$ cat src/rtl/dbg_pkg.sv
package dbg_pkg;
  typedef enum logic [1:0] {
    EV_IDLE   = 2'd0,
    EV_ENTER  = 2'd1,
    EV_RETURN = 2'd2,
    EV_SWWR   = 2'd3
  } dbg_ev_e;
endpackage

$ cat src/rtl/dbg_event_decode.sv
module dbg_event_decode
  import dbg_pkg::*;
(
  input  logic    in_dbg_i,
  input  logic    mask_i,
  input  logic    dbg_req_i,
  input  logic    dret_i,
  input  logic    sr_wr_i,
  output dbg_ev_e ev_o
);
  // One event per cycle; entry beats a write, return beats everything in debug.
  always_comb begin
    ev_o = EV_IDLE;
    if (in_dbg_i) begin
      if (dret_i)       ev_o = EV_RETURN;
      else if (sr_wr_i) ev_o = EV_SWWR;
    end else begin
      if (dbg_req_i && !mask_i) ev_o = EV_ENTER;
      else if (sr_wr_i)         ev_o = EV_SWWR;
    end
  end
endmodule

$ cat src/rtl/dbg_sr_next.sv
module dbg_sr_next
  import dbg_pkg::*;
#(
  parameter int SR_W      = 16,
  parameter int MODE_LSB  = 0,
  parameter int MODE_W    = 3,
  parameter int DFLAG_BIT = 6,
  parameter logic [MODE_W-1:0] EXC_MODE  = 3'b110,
  parameter logic [MODE_W-1:0] USER_MODE = 3'b000
) (
  input  dbg_ev_e         ev_i,
  input  logic [SR_W-1:0] sr_q_i,
  input  logic [SR_W-1:0] wdata_i,
  input  logic [SR_W-1:0] saved_sr_i,
  output logic [SR_W-1:0] sr_d_o
);
  logic [SR_W-1:0] mode_mask;
  logic [SR_W-1:0] dflag_mask;
  logic [SR_W-1:0] exc_bits;

  for (genvar b = 0; b < SR_W; b++) begin : g_mask
    assign mode_mask[b]  = (b >= MODE_LSB) && (b < MODE_LSB + MODE_W);
    assign dflag_mask[b] = (b == DFLAG_BIT);
  end

  assign exc_bits = SR_W'(EXC_MODE) << MODE_LSB;

  logic in_dbg;
  logic is_user;
  assign in_dbg  = sr_q_i[DFLAG_BIT];
  assign is_user = (sr_q_i[MODE_LSB +: MODE_W] == USER_MODE);

  always_comb begin
    sr_d_o = sr_q_i;
    case (ev_i)
      EV_ENTER:  sr_d_o = (sr_q_i & ~mode_mask) | exc_bits | dflag_mask;
      EV_RETURN: sr_d_o = saved_sr_i;
      EV_SWWR: begin
        if (in_dbg)       sr_d_o = wdata_i | dflag_mask;
        else if (is_user) sr_d_o = (wdata_i & ~mode_mask & ~dflag_mask)
                                   | (sr_q_i & mode_mask);
        else              sr_d_o = wdata_i & ~dflag_mask;
      end
      default:   sr_d_o = sr_q_i;
    endcase
  end
endmodule

$ cat src/rtl/dbg_save_regs.sv
module dbg_save_regs #(
  parameter int PC_W = 32,
  parameter int SR_W = 16
) (
  input  logic            clk,
  input  logic            rst_n,
  input  logic            cap_i,
  input  logic [PC_W-1:0] pc_i,
  input  logic [SR_W-1:0] sr_i,
  output logic [PC_W-1:0] pc_q_o,
  output logic [SR_W-1:0] sr_q_o
);
  logic [PC_W-1:0] pc_d;
  logic [SR_W-1:0] sr_d;

  always_comb begin
    pc_d = pc_q_o;
    sr_d = sr_q_o;
    if (cap_i) begin
      pc_d = pc_i;
      sr_d = sr_i;
    end
  end

  always_ff @(posedge clk or negedge rst_n) begin
    if (!rst_n) begin
      pc_q_o <= '0;
      sr_q_o <= '0;
    end else begin
      pc_q_o <= pc_d;
      sr_q_o <= sr_d;
    end
  end
endmodule

$ cat src/rtl/dbg_entry_ctrl.sv
module dbg_entry_ctrl
  import dbg_pkg::*;
#(
  parameter int PC_W      = 32,
  parameter int SR_W      = 16,
  parameter int MODE_LSB  = 0,
  parameter int MODE_W    = 3,
  parameter int DMASK_BIT = 5,
  parameter int DFLAG_BIT = 6,
  parameter logic [MODE_W-1:0] EXC_MODE    = 3'b110,
  parameter logic [MODE_W-1:0] USER_MODE   = 3'b000,
  parameter logic [SR_W-1:0]   SR_RESET    = 16'h0001,
  parameter logic [PC_W-1:0]   DBG_HANDLER = 32'h8000_0100
) (
  input  logic            clk,
  input  logic            rst_n,
  input  logic            dbg_req_i,
  input  logic [PC_W-1:0] pc_i,
  input  logic            sr_wr_i,
  input  logic [SR_W-1:0] sr_wdata_i,
  input  logic            dret_i,
  output logic            redirect_o,
  output logic [PC_W-1:0] target_pc_o,
  output logic [SR_W-1:0] sr_o,
  output logic            resume_o,
  output logic [PC_W-1:0] ret_pc_o,
  output logic [SR_W-1:0] ret_sr_o
);
  // Debug flag is always clear coming out of reset.
  localparam logic [SR_W-1:0] SR_RST_CLEAN = SR_RESET & ~(SR_W'(1) << DFLAG_BIT);

  dbg_ev_e         ev;
  logic [SR_W-1:0] sr_q, sr_d;
  logic            redirect_q, redirect_d;
  logic            resume_q, resume_d;

  dbg_event_decode u_dec (
    .in_dbg_i  (sr_q[DFLAG_BIT]),
    .mask_i    (sr_q[DMASK_BIT]),
    .dbg_req_i (dbg_req_i),
    .dret_i    (dret_i),
    .sr_wr_i   (sr_wr_i),
    .ev_o      (ev)
  );

  dbg_sr_next #(
    .SR_W(SR_W), .MODE_LSB(MODE_LSB), .MODE_W(MODE_W),
    .DFLAG_BIT(DFLAG_BIT), .EXC_MODE(EXC_MODE), .USER_MODE(USER_MODE)
  ) u_srn (
    .ev_i       (ev),
    .sr_q_i     (sr_q),
    .wdata_i    (sr_wdata_i),
    .saved_sr_i (ret_sr_o),
    .sr_d_o     (sr_d)
  );

  dbg_save_regs #(.PC_W(PC_W), .SR_W(SR_W)) u_save (
    .clk    (clk),
    .rst_n  (rst_n),
    .cap_i  (ev == EV_ENTER),
    .pc_i   (pc_i),
    .sr_i   (sr_q),
    .pc_q_o (ret_pc_o),
    .sr_q_o (ret_sr_o)
  );

  always_comb begin
    redirect_d = (ev == EV_ENTER);
    resume_d   = (ev == EV_RETURN);
  end

  always_ff @(posedge clk or negedge rst_n) begin
    if (!rst_n) begin
      sr_q       <= SR_RST_CLEAN;
      redirect_q <= 1'b0;
      resume_q   <= 1'b0;
    end else begin
      sr_q       <= sr_d;
      redirect_q <= redirect_d;
      resume_q   <= resume_d;
    end
  end

  assign sr_o        = sr_q;
  assign redirect_o  = redirect_q;
  assign resume_o    = resume_q;
  assign target_pc_o = DBG_HANDLER;
endmodule

$ cat config.mk
export PLATFORM = sky130hd
export DESIGN_NAME = dbg_entry_ctrl
export DESIGN_NICKNAME = d
export VERILOG_FILES = /design/src/rtl/dbg_pkg.sv /design/src/rtl/dbg_event_decode.sv /design/src/rtl/dbg_sr_next.sv /design/src/rtl/dbg_save_regs.sv /design/src/rtl/dbg_entry_ctrl.sv
export SDC_FILE = /design/constraint.sdc
export NUM_CORES = 1
export LEC_CHECK = 0
export ABC_AREA = 1
export BUFFER_PORTS_ARGS = -buffer_cell sky130_fd_sc_hd__buf_2
export CORE_MARGIN = 5
export CORE_UTILIZATION = 41
export DETAILED_ROUTE_END_ITERATION = 10
export PLACE_DENSITY = 0.76
export SLEW_MARGIN = 0
export SYNTH_ARGS = -nofsm -noshare
export SYNTH_HDL_FRONTEND = slang
export SYNTH_HIERARCHICAL = 1
export SYNTH_SLANG_ARGS = --single-unit
$ cat constraint.sdc
create_clock -name clk -period 1.4 [get_ports clk]
set_input_delay 0.14 -clock clk [delete_from_list [all_inputs] [get_ports clk]]
set_output_delay 0.14 -clock clk [all_outputs]
set_load 0.01 [all_outputs]
==> impl.org, run 1 <==
** Run status
- The run finished, with violations left.
- The final reports fail on setup timing.

** Place
- Final weighted congestion of routability-driven global placement :: 0.7395
- Count of placed standard cells including taps :: 563
- Post-DP HPWL :: 5099 um
- In this run the tool buffered the top-level ports with 117 buffer cells.
- In this run the cell area measured after placement is 3617 um2.

** Power
- In this run the static leakage power is 2.496 nW.
- Switching power summed over all nets :: 3.487 mW
- Of the total power, the share spent switching nets is 0.3749.
- The share of total power dissipated in sequential elements is 0.367.
- Final Power :: 9.300 mW
- Peak supply drop :: 1.056 mV
- Internal power consumption :: 5.813 mW
- In this run the power density over the cells is 2166 nW/um2.
- Comb pwr share :: 0.421
- Of the total power, the clock network draws 0.212.

** Die
- Pin placement for this block handled 151 I/O pins.
- Core region area :: 7176 um2
- Measured along the x axis, the die boundary spans 95.30 um.
- The floorplan has 31 rows.
- The initial utilization of the core area, before any placement, comes to 0.4157.
- Die extent in y :: 95.30 um
- The floorplan step defined a die boundary enclosing 9081 um2.

** Drt
- DRC errors left :: 0
- Vias per cell :: 4.402
- Pre-Repair DR Iteration Count :: 4
- Residual antenna-violating net count after detailed routing :: 0
- For this block, the routed nets add up to 8050 um of wire.
- Average wire per cell in the routed design :: 13.15 um
- First-iteration detailed-routing DRC count :: 94
- Total vias in the final route :: 2694

** Final layout
- For this run, the share of the core covered by cells in the final layout is 0.5983.
- In the final design database the tool counted 560 nets.
- FILL cells :: 623
- Once layout is done, the placed cells without fillers occupy 4293 um2.
- The area growth from synthesis to layout is 43.92%.
- The finished layout holds 612 standard cells, fillers aside.
- Share of post-route cells with drive strength above 1 :: 0.3848

** Clock tree
- The later pin in the worst-skew pair is clocked with a latency of 0.33 ns.
- Clock Pin Slew Worst Setup and Hold Paths :: 0.07 ns
- The clock drives 66 sinks.
- The H-tree was split into 3 levels.
- The tree is rooted in a clkbuf_8.
- Number of CTS-inserted buffers :: 9
- CTS tree :: built
- Counting along the longest clock path gives a buffer depth of 2.

** Setup path
- Data on the critical path arrives at its endpoint at 1.68 ns.
- Startpoint class of the critical path :: flip-flop
- Among the stages of the critical path, the cell type that occurs most often is nand2_1.
- The slowest stage of the critical path belongs to the cell dfrtp_2.
- Worst Path Max Fanout :: 7
- CP cell instances :: inv_2, nand3_4, nand2_4, inv_6, nor2_4, buf_6, clkbuf_16, nand2_1, nand2_1
- In this design, the stage delay of the slowest critical-path cell is 0.43 ns.
- At the worst endpoint, the required time is 1.66 ns.
- The worst setup path is captured at a flip-flop.
- Critical Setup Path Class :: flip-flop to flip-flop

** Timing
- Max Clock Skew :: 0.007936 ns
- Dividing the final minimum period by the clock period gives 1.016.
- The count of endpoints failing hold in the final timing report was 0.
- Crit path setup slack, layout :: -0.02199 ns
- Setup violations remaining at the end of the flow were counted as 3.
- The routed design could run at a clock period as short as 1.422 ns.
- After routing, the total negative slack on setup checks comes to -0.02443 ns.
- Static timing analysis puts the maximum clock frequency at 703.2 MHz.
- The final max-slew violation count came to 0.
- Setup repair after global routing could not meet its margin everywhere.

** Yosys
- Cell count after synthesis :: 351
- Mux share of post-synthesis cell area :: 0
- Fraction of synthesized cell area taken by the top area cell type :: 0.5453
- Of the total synthesized cell area, the portion taken by full adders, half adders and majority gates is 0.
- Count of warnings emitted by yosys :: 6
- Sequential area share after synthesis :: 0.5541
- Post-synthesis instance area :: 2983 um2
- Main combinational cell family by area after synthesis :: simple AND/OR/NAND/NOR gates
- Cell types with the largest area share after synthesis :: dfrtp_1 55%, nand2_1 25%, buf_4 9.1%
- Simple-Gate Fraction of Synth Area :: 0.3171
- Counting flops and latches in the post-synthesis netlist gives 66.
- After synthesis, the netlist uses 17 different library cells.
- Parity-gate share of the synthesized area counting xor and xnor cells :: 0
- Cell taking the most area after synthesis :: dfrtp_1
- The synthesized-area fraction occupied by ao, oa, aoi and oai cells is 0.
- The average instance in the mapped netlist occupies 8.498 um2.

** Global route
- Entering global routing, the biggest net connects 67 pins.
- The number of global-route vias before repair came to 2509.
- The initial antenna violation count was 0.
- The first global-routing pass estimated 11520 um of wire.
- Total overflow reported by the global router :: 0
- Global Route Usage Sum :: 0.1659

** Worst hold path
- Path class of the lowest-slack min-delay path :: input port to flip-flop

** Job
- Across the run, the number of max-cap violations was 0.
==> layout by cell type, fill, tap and decap left out <==
cell	n
dfrtp_1	64
clkbuf_8	11
buf_2	117
diode_2	1
nor2_1	6
nand3_4	1
inv_1	4
dfrtp_2	1
buf_12	5
nor2_2	1
nand2_1	184
nand3_1	5
dfstp_2	1
inv_4	2
clkbuf_1	1
buf_4	13
conb_1	32
inv_6	1
clkbuf_16	3
bufinv_16	3
inv_2	3
dlygate4sd3_1	18
nor2_4	2
nand3_2	9
buf_6	4
nand2_2	17
nor3_1	1
clkinvlp_4	1
nand2_4	2
==> cells by family after synthesis <==
family / Yosys count
simple gates: 228
flops: 66
other cells: 2
buf+inv: 55
==> synth_stat cells, drive strengths merged <==
cell and instances:
buf 45, conb 2, dfrtp 65, dfstp 1, inv 10, nand2 203
nand3 15, nor2 9, nor3 1
==> worst max-delay path, delay by kind of cell (launching register included) <==
family | cells | cell delay (ns)
DFF | 1 | 0.43
and+or+nand+nor | 5 | 0.47
buffers and inverters | 4 | 0.44
==> area by class of cell <==
| type | count | area (um2) | share of cell area |
|---|---|---|---|
| repair buffers | 160 | 1084 | 0.2524 |
| clock buffers | 12 | 155.1 | 0.03614 |
| diodes | 1 | 2.502 | 0.0005829 |
| multi-input cells | 260 | 1129 | 0.2629 |
| well taps | 99 | 123.9 | 0.02885 |
| inverters | 10 | 47.55 | 0.01108 |
| clock inverters | 4 | 97.59 | 0.02273 |
| flip-flops and latches | 66 | 1654 | 0.3853 |
==> flip-flops by register name, summed over array words and instances (netlist names) <==
| name | cells |
|---|---|
| u_save/pc_q_o | 32 |
| resume_o | 1 |
| redirect_o | 1 |
| u_save/sr_q_o | 16 |
| sr_o | 16 |
==> metrics by stage <==
step	setup slack [ns]	hold slack, ns
2_1_floorplan	0.01150	-0.1556
3_3_place_gp	0.03084	0.1802
3_5_place_dp	-0.02345	0.1859
4_1_cts	0.002957	0.001448
5_1_grt	-0.1151	0.006257
6_report	-0.02199	0.004049
==> power groups by stage <==
stage	sequential [mW]	combinational (mW)	clock, mW
final	3.42	3.92	1.97
after global routing	3.54	4.35	2.11
after global placement	3.40	3.34	0
after CTS	3.40	3.58	2.03
after detailed placement	3.43	3.46	0
after floorplan	3.83	1.59	0
==> routing by layer <==
layer,track usage,wire length [um]
met4,0.06971,104
met3,0.04657,601
met2,0.2945,4251
met1,0.1854,3092
met5,0,0
==> what timing repair did <==
item                                    in CTS  in global routing
cloned                                       0                  5
hold endpoints to repair                    82                  0
gates resized for setup                      4                 20
hold buffers                                18                  0
pin swaps                                    1                 14
buffers inserted                             3                  6
endpoints found under the setup margin      15                 63
==> path summary, 6_finish.rpt <==
check	from	endpoint	slack [ns]	cells past startpoint
max in group asynchronous	rst_n	sr_o[0]	0.71	3
worst max register to register	sr_o[6]	u_save/pc_q_o[12]	-0.02	9
worst min register to register	u_save/pc_q_o[19]	u_save/pc_q_o[19]	0.47	2
worst min-delay path	pc_i[27]	u_save/pc_q_o[27]	0.004	3
min in group asynchronous	rst_n	u_save/pc_q_o[4]	0.37	3
worst max-delay path	sr_o[6]	u_save/pc_q_o[12]	-0.02	9
(Power assumes the default switching activity.)
==> run 2: changes to the inputs <==
Settings changed: CORE_MARGIN 5 to 10, GPL_TIMING_DRIVEN set to 0.
==> run 2 against run 1 <==
  * Sequential power is essentially flat
  * Critical endpoint unchanged
  * The flow still finishes with violations (setup timing)
  * Cell count grew 4.4%
  * Routed wire length grew 8.1%
==> impl.org, run 2 (synthesis gave the netlist of run 1 again) <==
** Run status
- Run status :: finished with violations (unchanged)
- Failing checks :: setup timing (unchanged)

** Final layout
- Antenna Cells :: 0 (was 1)
- The number of nets at the end of the flow is 588 (was 560).
- The most flop-heavy register is u_save/pc_q_o (unchanged).
- Most frequent cells in the layout :: 183 x nand2_1, 120 x buf_2, 64 x dfrtp_1 (was 184 x nand2_1, 117 x buf_2, 64 x dfrtp_1)
- The number of flip-flops under the largest register name was 32 (unchanged).
- The most common cell after layout, fill and taps aside is nand2_1 (unchanged).
- Layout area overhead :: 48.83% (was 43.92%)
- The layout cell share with drive strength beyond 1 came to 0.4278 (was 0.3848).

** Worst hold path
- Path class of the lowest-slack min-delay path :: input port to flip-flop (unchanged)

** Setup path
- Worst Path Arrival :: 1.66 ns (was 1.68 ns)
- Worst Setup End Kind :: flip-flop (unchanged)
- The maximum fanout along the worst path was 6 (was 7).
- The category of the most critical setup path is flip-flop to flip-flop (unchanged).
- The required time of the critical path was 1.61 ns (was 1.66 ns).
- The element type at the critical path start is a flip-flop (unchanged).

** Drt
- The detailed-route wire length came to 8699 um (was 8050 um).
- The detailed router's first-iteration violation count is 68 (was 94).
- The post-route antenna net violation count came to 0 (unchanged).
- Average wire per cell in the routed design :: 13.61 um (was 13.15 um)
- DRC errors left :: 0 (unchanged)
- The via count was 2738 (was 2694).
- The number of vias per cell after detailed routing came to 4.285 (was 4.402).
- Pre-Repair DR Iteration Count :: 4 (unchanged)

** Power
- The highest ir drop seen on vdd was 1.145 mV (was 1.056 mV).
- Pwr Density :: 2069 nW/um2 (was 2166 nW/um2)
- Fraction of power consumed by the clock network :: 0.194 (was 0.212)
- Comb pwr share :: 0.433 (was 0.421)
- The sequential fraction of design power was 0.373 (was 0.367).
- The net switching component of the power was 3.578 mW (was 3.487 mW).
- Internal power consumption :: 5.606 mW (was 5.813 mW)
- Leakage Power :: 2.627 nW (was 2.496 nW)
- The net switching share of the total power came to 0.3896 (was 0.3749).

** Timing
- Slew at the pin closest to its max-slew limit :: 0.8184 ns
- The maximum clock skew at final layout was 0.009370 ns (was 0.007936 ns).
- The final worst setup slack was -0.04383 ns (was -0.02199 ns).
- Final-report setup violation count :: 29 (was 3)
- The final setup TNS is -0.5619 ns (was -0.02443 ns).
- Max-slew violation count :: 0 (unchanged)
- The count of endpoints failing hold in the final timing report is 0 (unchanged).
- Part of the cycle the worst path needs :: 1.031 (was 1.016)
- RSZ-0062 raised after global routing :: true (unchanged)
- The shortest clock period the worst path allows after layout came to 1.444 ns (was 1.422 ns).
- Relative slew slack :: 0.4544
- The maximum clock frequency came to 692.6 MHz (was 703.2 MHz).

** Global route
- Global Route Usage Sum :: 0.1533 (was 0.1659)
- The initial antenna violation count was 0 (unchanged).
- Wire length of the first global-routing pass :: 14060 um (was 11520 um)
- The number of global-route vias before repair came to 2791 (was 2509).
- Total overflow reported by the global router :: 0 (unchanged)
- The largest net degree at the start of global routing is 67 (unchanged).

** Die
- The die outline area came to 11090 um2 (was 9081 um2).
- The count of standard-cell rows is 31 (unchanged).
- Core region area :: 7176 um2 (unchanged)
- Initial Util :: 0.4157 (unchanged)
- Io pins :: 151 (unchanged)
- The horizontal die dimension came to 105.3 um (was 95.30 um).
- The y dimension of the die is 105.3 um (was 95.30 um).

** Place
- The setup slack after placement is -0.1816 ns (was -0.02345 ns).
- Total of buffers placed on input and output ports :: 117 (unchanged)
- Final weighted congestion of routability-driven global placement :: 0.7614 (was 0.7395)
- The detailed-placement wirelength estimate was 6343 um (was 5099 um).

** Clock tree
- Clock Tree Buf Depth :: 2 (unchanged)
- Maximum level of the CTS H-tree :: 3 (unchanged)
- Number of sinks on the clock net :: 66 (unchanged)
- Number of CTS-inserted buffers :: 9 (unchanged)
- The TritonCTS clock tree is built (unchanged).
- The master cell of the clock root buffer was clkbuf_8 (unchanged).
- The clock latency on the worst-skew pair was 0.33 ns (about the same).
- Clock Pin Slew Worst Setup and Hold Paths :: 0.07 ns (about the same)

** Job
- Number of max-cap violations :: 0 (unchanged)
-- run 2: power by group through the flow --
stage               logic (mW)  clock network [mW]  registers, mW
detailed placement        3.55                   0           3.44
finish                    3.98                1.78           3.42
CTS                       3.87                1.82           3.40
floorplan                 1.59                   0           3.83
global placement          3.46                   0           3.40
global route              4.42                1.92           3.55
-- run 2: area by class of cell --
class | instances | area (um2)
plain buffers | 45 | 374.1
clock buffers | 10 | 137.6
clock inverters | 6 | 90.09
fillers | 632 | 2736
inverters | 10 | 47.55
multi-input cells | 260 | 1151
flip-flops and latches | 66 | 1654
well taps | 99 | 123.9
repair buffers | 143 | 860.8
-- run 2: per-layer routing --
metal	wire, um	track usage
met3	739	0.06029
met2	4273	0.2551
met1	3606	0.1795
met4	80	0.04314
met5	0	0
-- run 2: stage by stage --
step	area, um2	hold slack, ns	std cells	utilization	power, mW
2_1_floorplan	3128	-0.1556	381	-	5.427
3_3_place_gp	3837	0.3406	597	0.5348	6.861
3_5_place_dp	3840	0.2902	597	0.5351	6.991
4_1_cts	4330	0.0002654	635	0.6035	9.086
5_1_grt	4439	0.00002318	639	0.6187	9.885
6_report	4439	0.009474	639	0.6187	9.184
-- run 2: final timing paths --
check                                  start                 to  slack (ns)  depth (start not counted)
min reg2reg                u_save/pc_q_o[31]  u_save/pc_q_o[31]        0.47                          2
max reg2reg                          sr_o[6]  u_save/pc_q_o[12]       -0.04                         10
max in group asynchronous              rst_n            sr_o[6]        0.36                          2
max                                  sr_o[6]  u_save/pc_q_o[12]       -0.04                         10
min in group asynchronous              rst_n   u_save/pc_q_o[9]        0.43                          2
min                                 pc_i[29]  u_save/pc_q_o[29]       0.009                          3
-- run 2: repair_timing --
item / in CTS / in global routing
buffers inserted: 7 / 2
pin swaps: 5 / 4
endpoints found under the setup margin: 43 / 59
endpoints found under the hold margin: 77 / 1
hold buffers: 13 / 1
resized for setup: 13 / 26
gates cloned: 2 / 1
-- run 2: critical path, cell delays in order (launching register included) --
cell and delay [ns]:
dfrtp_2 0.43, nand2_1 0.08, nand2_1 0.08, nand2_4 0.08, inv_2 0.04, nor2_4 0.18
inv_4 0.06, buf_8 0.13, buf_6 0.13, nand2_1 0.05, nand2_1 0.05
==> run 3: changes to the inputs <==
Settings changed: CTS_CLUSTER_SIZE set to 16, SKIP_CTS_REPAIR_TIMING set to 1.
==> run 3 against run 2 <==
  * The flow still finishes with violations (setup timing)
  * Cell count decreased by 0.78%
  * Global-route usage decreased by 0.77 points
  * Combinational power increased by 4%
  * Sequential share of layout area decreased by 0.28 points
  * Die area unchanged
  * Critical path type unchanged
  * Critical endpoint is now u_save/pc_q_o[18]
==> impl.org, run 3 (synthesis gave the netlist of run 1 again) <==
** Drt
- Residual antenna-violating net count after detailed routing :: 0 (unchanged)
- First-iteration detailed-routing DRC count :: 75 (was 68)
- The via count came to 2742 (was 2738).
- The per-cell routed wire length came to 13.72 um (was 13.61 um).
- Post-detailed-routing wire length :: 8696 um (was 8699 um)
- The number of vias per cell after detailed routing was 4.325 (was 4.285).
- Pre-Repair DR Iteration Count :: 5 (was 4)
- DRC errors left :: 0 (unchanged)

** Clock tree
- The number of buffers added by the clock tree synthesis step is 9 (unchanged).
- Root Driver :: clkbuf_8 (unchanged)
- Number of sinks on the clock net :: 66 (unchanged)
- The clock slew seen by the registers of the worst setup and hold paths was 0.07 ns (about the same).
- CTS tree :: built (unchanged)
- Clock Tree Buf Depth :: 2 (unchanged)
- The clock latency on the worst-skew pair is 0.33 ns (about the same).
- The number of H-tree branching levels came to 3 (unchanged).

** Final layout
- The flip-flop and latch area was 1654 um2 (unchanged).
- Max FFs per register :: 32 (unchanged)
- Leading cell type in the layout, fill and taps excluded :: nand2_1 (unchanged)
- Antenna Cells :: 0 (unchanged)
- The combined area of the multi-input logic cells was 1211 um2 (was 1151 um2).
- The layout cell share with drive strength beyond 1 was 0.4710 (was 0.4278).
- Layout area overhead :: 49.96% (was 48.83%)
- Most frequent cells in the layout :: 166 x nand2_1, 118 x buf_2, 64 x dfrtp_1 (was 183 x nand2_1, 120 x buf_2, 64 x dfrtp_1)
- Net total in the final layout :: 583 (was 588)
- The area of all placed cells without fillers was 4473 um2 (was 4439 um2).
- The post-route core utilization is 0.6234 (was 0.6187).
- The filler-free cell count of the finished design came to 634 (was 639).
- The number of fillers in the final layout came to 628 (was 632).
- Largest reg by FF count :: u_save/pc_q_o (unchanged)

** Power
- The net switching component of the power is 3.660 mW (was 3.578 mW).
- The net switching share of the total power came to 0.3912 (was 0.3896).
- Internal power consumption :: 5.696 mW (was 5.606 mW)
- The power share of the combinational group came to 0.441 (was 0.433).
- Fraction of power consumed by the clock network :: 0.190 (was 0.194)
- Final Power :: 9.356 mW (was 9.184 mW)
- Pwr Density :: 2092 nW/um2 (was 2069 nW/um2)
- Fraction of power consumed by sequential logic :: 0.369 (was 0.373)
- Leakage Power :: 2.656 nW (was 2.627 nW)
- Peak supply drop :: 1.018 mV (was 1.145 mV)

** Setup path
- The slowest cell on the critical path is dfrtp_2 (unchanged).
- The category of the most critical setup path is flip-flop to flip-flop (unchanged).
- The startpoint of the worst register-to-register path is sr_o[6] (unchanged).
- The worst path buffer plus inverter count is 5 (was 4).
- Data required time of the critical path :: 1.63 ns (was 1.61 ns)
- Worst Path Arrival :: 1.72 ns (was 1.66 ns)
- Worst Path Max Fanout :: 7 (was 6)
- The endpoint of the lowest-slack register-to-register path is u_save/pc_q_o[18] (was u_save/pc_q_o[12]).
- Worst setup path start :: sr_o[6] (unchanged)
- The cell count of the worst reg-to-reg path was 10 (unchanged).
- Worst-case register-to-register setup slack :: -0.1 ns (was -0.04 ns)
- The element type at the critical path start was a flip-flop (unchanged).
- The cell type with the highest occurrence count on the critical path was inv_2 (was nand2_1).
- Critical Path Max Stage Delay :: 0.44 ns (was 0.43 ns)
- The element type at the critical path end is a flip-flop (unchanged).
- The cell family with the largest share of critical-path delay is buffers and inverters (was simple AND/OR/NAND/NOR gates).
- CP cell instances: inv_2, nand3_4, nand2_4, inv_2, nor2_4, inv_2, buf_8, clkbuf_16, nand2_2, nand2_2 (was nand2_1, nand2_1, nand2_4, inv_2, nor2_4, inv_4, buf_8, buf_6, nand2_1, nand2_1).

** Global route
- Vias in the first global route :: 2661 (was 2791)
- Global routing met1 resource utilization :: 0.1742 (was 0.1795)
- GRT Max-Usage Layer :: met2 (unchanged)
- Met2 capacity usage during global routing :: 0.2369 (was 0.2551)
- The largest net degree at the start of global routing is 67 (unchanged).
- The final global-route overflow total came to 0 (unchanged).
- Antenna violations before repair :: 0 (unchanged)
- The aggregate global-route resource usage came to 0.1456 (was 0.1533).
- The met3 global-route usage was 0.05968 (was 0.06029).
- The global-route wire length before repair was 13390 um (was 14060 um).

** Die
- The y dimension of the die was 105.3 um (unchanged).
- The horizontal die dimension came to 105.3 um (unchanged).
- Io pins :: 151 (unchanged)
- Die Footprint :: 11090 um2 (unchanged)
- The area of the core region is 7176 um2 (unchanged).
- Initial Util :: 0.4157 (unchanged)
- Site row count :: 31 (unchanged)

** Timing
- The post-route fraction of the period consumed by the critical path is 1.070 (was 1.031).
- Clock period minus final worst setup slack :: 1.498 ns (was 1.444 ns)
- Final-report setup violation count :: 27 (was 29)
- The actual slew at the worst max-slew pin came to 0.8076 ns (was 0.8184 ns).
- Worst Hold Margin :: 0.002785 ns (was 0.009474 ns)
- The maximum clock frequency came to 667.7 MHz (was 692.6 MHz).
- The count of endpoints failing hold in the final timing report came to 0 (unchanged).
- Max Clock Skew :: 0.009570 ns (was 0.009370 ns)
- The final worst setup slack was -0.09766 ns (was -0.04383 ns).
- Max-slew violation count :: 0 (unchanged)
- RSZ-0062 raised after global routing :: true (unchanged)
- Relative slew slack :: 0.4616 (was 0.4544)
- The final setup TNS came to -1.809 ns (was -0.5619 ns).

** Place
- The detailed-placement wirelength estimate came to 6343 um (unchanged).
- Total of buffers placed on input and output ports :: 117 (unchanged)
- The final weighted congestion in routability-driven placement was 0.7614 (unchanged).
- Count of placed standard cells including taps :: 597 (unchanged)
- The cell area reported after detailed placement was 3840 um2 (unchanged).
- Post-Place Worst Slack :: -0.1816 ns (unchanged)

** Worst hold path
- The worst hold endpoint is u_save/pc_q_o[30] (was u_save/pc_q_o[29]).
- Hold Startpoint :: pc_i[30] (was pc_i[29])
- The class of the tightest hold or removal check is input port to flip-flop (unchanged).
- The cell depth of the worst min-delay path came to 3 (unchanged).

** Job
- The count of max-cap constraint violations is 0 (unchanged).

** Run status
- Run status :: finished with violations (unchanged)
- Failing checks :: setup timing (unchanged)
[run 3: cell count changes in the layout (fill, tap and decap cells not counted), moves of 2 or more]
cell	before	now
nand2_4	5	8
clkbuf_16	0	2
dlygate4sd3_1	14	7
buf_4	41	46
nand2_1	183	166
nand3_1	5	3
nand3_2	9	11
nand2_2	15	29
buf_2	120	118
inv_6	0	2
buf_6	7	4
inv_2	2	4
inv_4	4	0
[run 3: worst max-delay path by stage]
stage / to / slack, ns / depth (start not counted)
2_1_floorplan: u_save/pc_q_o[10] / 0.01 / 10
3_3_place_gp: sr_o[6] / -0.17 / 1
3_5_place_dp: u_save/pc_q_o[11] / -0.18 / 9
4_1_cts: u_save/pc_q_o[26] / -0.19 / 9
5_1_grt: u_save/pc_q_o[18] / -0.18 / 10
6_report: u_save/pc_q_o[18] / -0.1 / 10
[run 3: layout make-up]
| cell class | instances | area share |
|---|---|---|
| flip-flops and latches | 66 | 0.3698 |
| multi-input cells | 260 | 0.2708 |
| repair buffers | 139 | 0.1838 |
| plain buffers | 44 | 0.08476 |
| clock buffers | 10 | 0.03077 |
| well taps | 99 | 0.02769 |
| clock inverters | 6 | 0.02014 |
| inverters | 10 | 0.01231 |
[run 3: power by group through the flow]
| stage | combinational, mW | sequential (mW) | clock [mW] |
|---|---|---|---|
| 5_1_grt | 4.55 | 3.58 | 1.92 |
| 6_report | 4.12 | 3.45 | 1.78 |
| 3_3_place_gp | 3.46 | 3.40 | 0 |
| 2_1_floorplan | 1.59 | 3.83 | 0 |
| 3_5_place_dp | 3.55 | 3.44 | 0 |
| 4_1_cts | 3.56 | 3.41 | 1.82 |
[run 3: tightest hold or removal path: stages]
cell and delay [ns]:
buf_2 0.07, nand2_1 0.04, nand2_1 0.05
[run 3: routing by layer]
metal	up-vias	share of wire
met2	119	0.50
met1	1261	0.41
met4	0	0.011
met3	10	0.083
li1	1352	-
met5	-	0
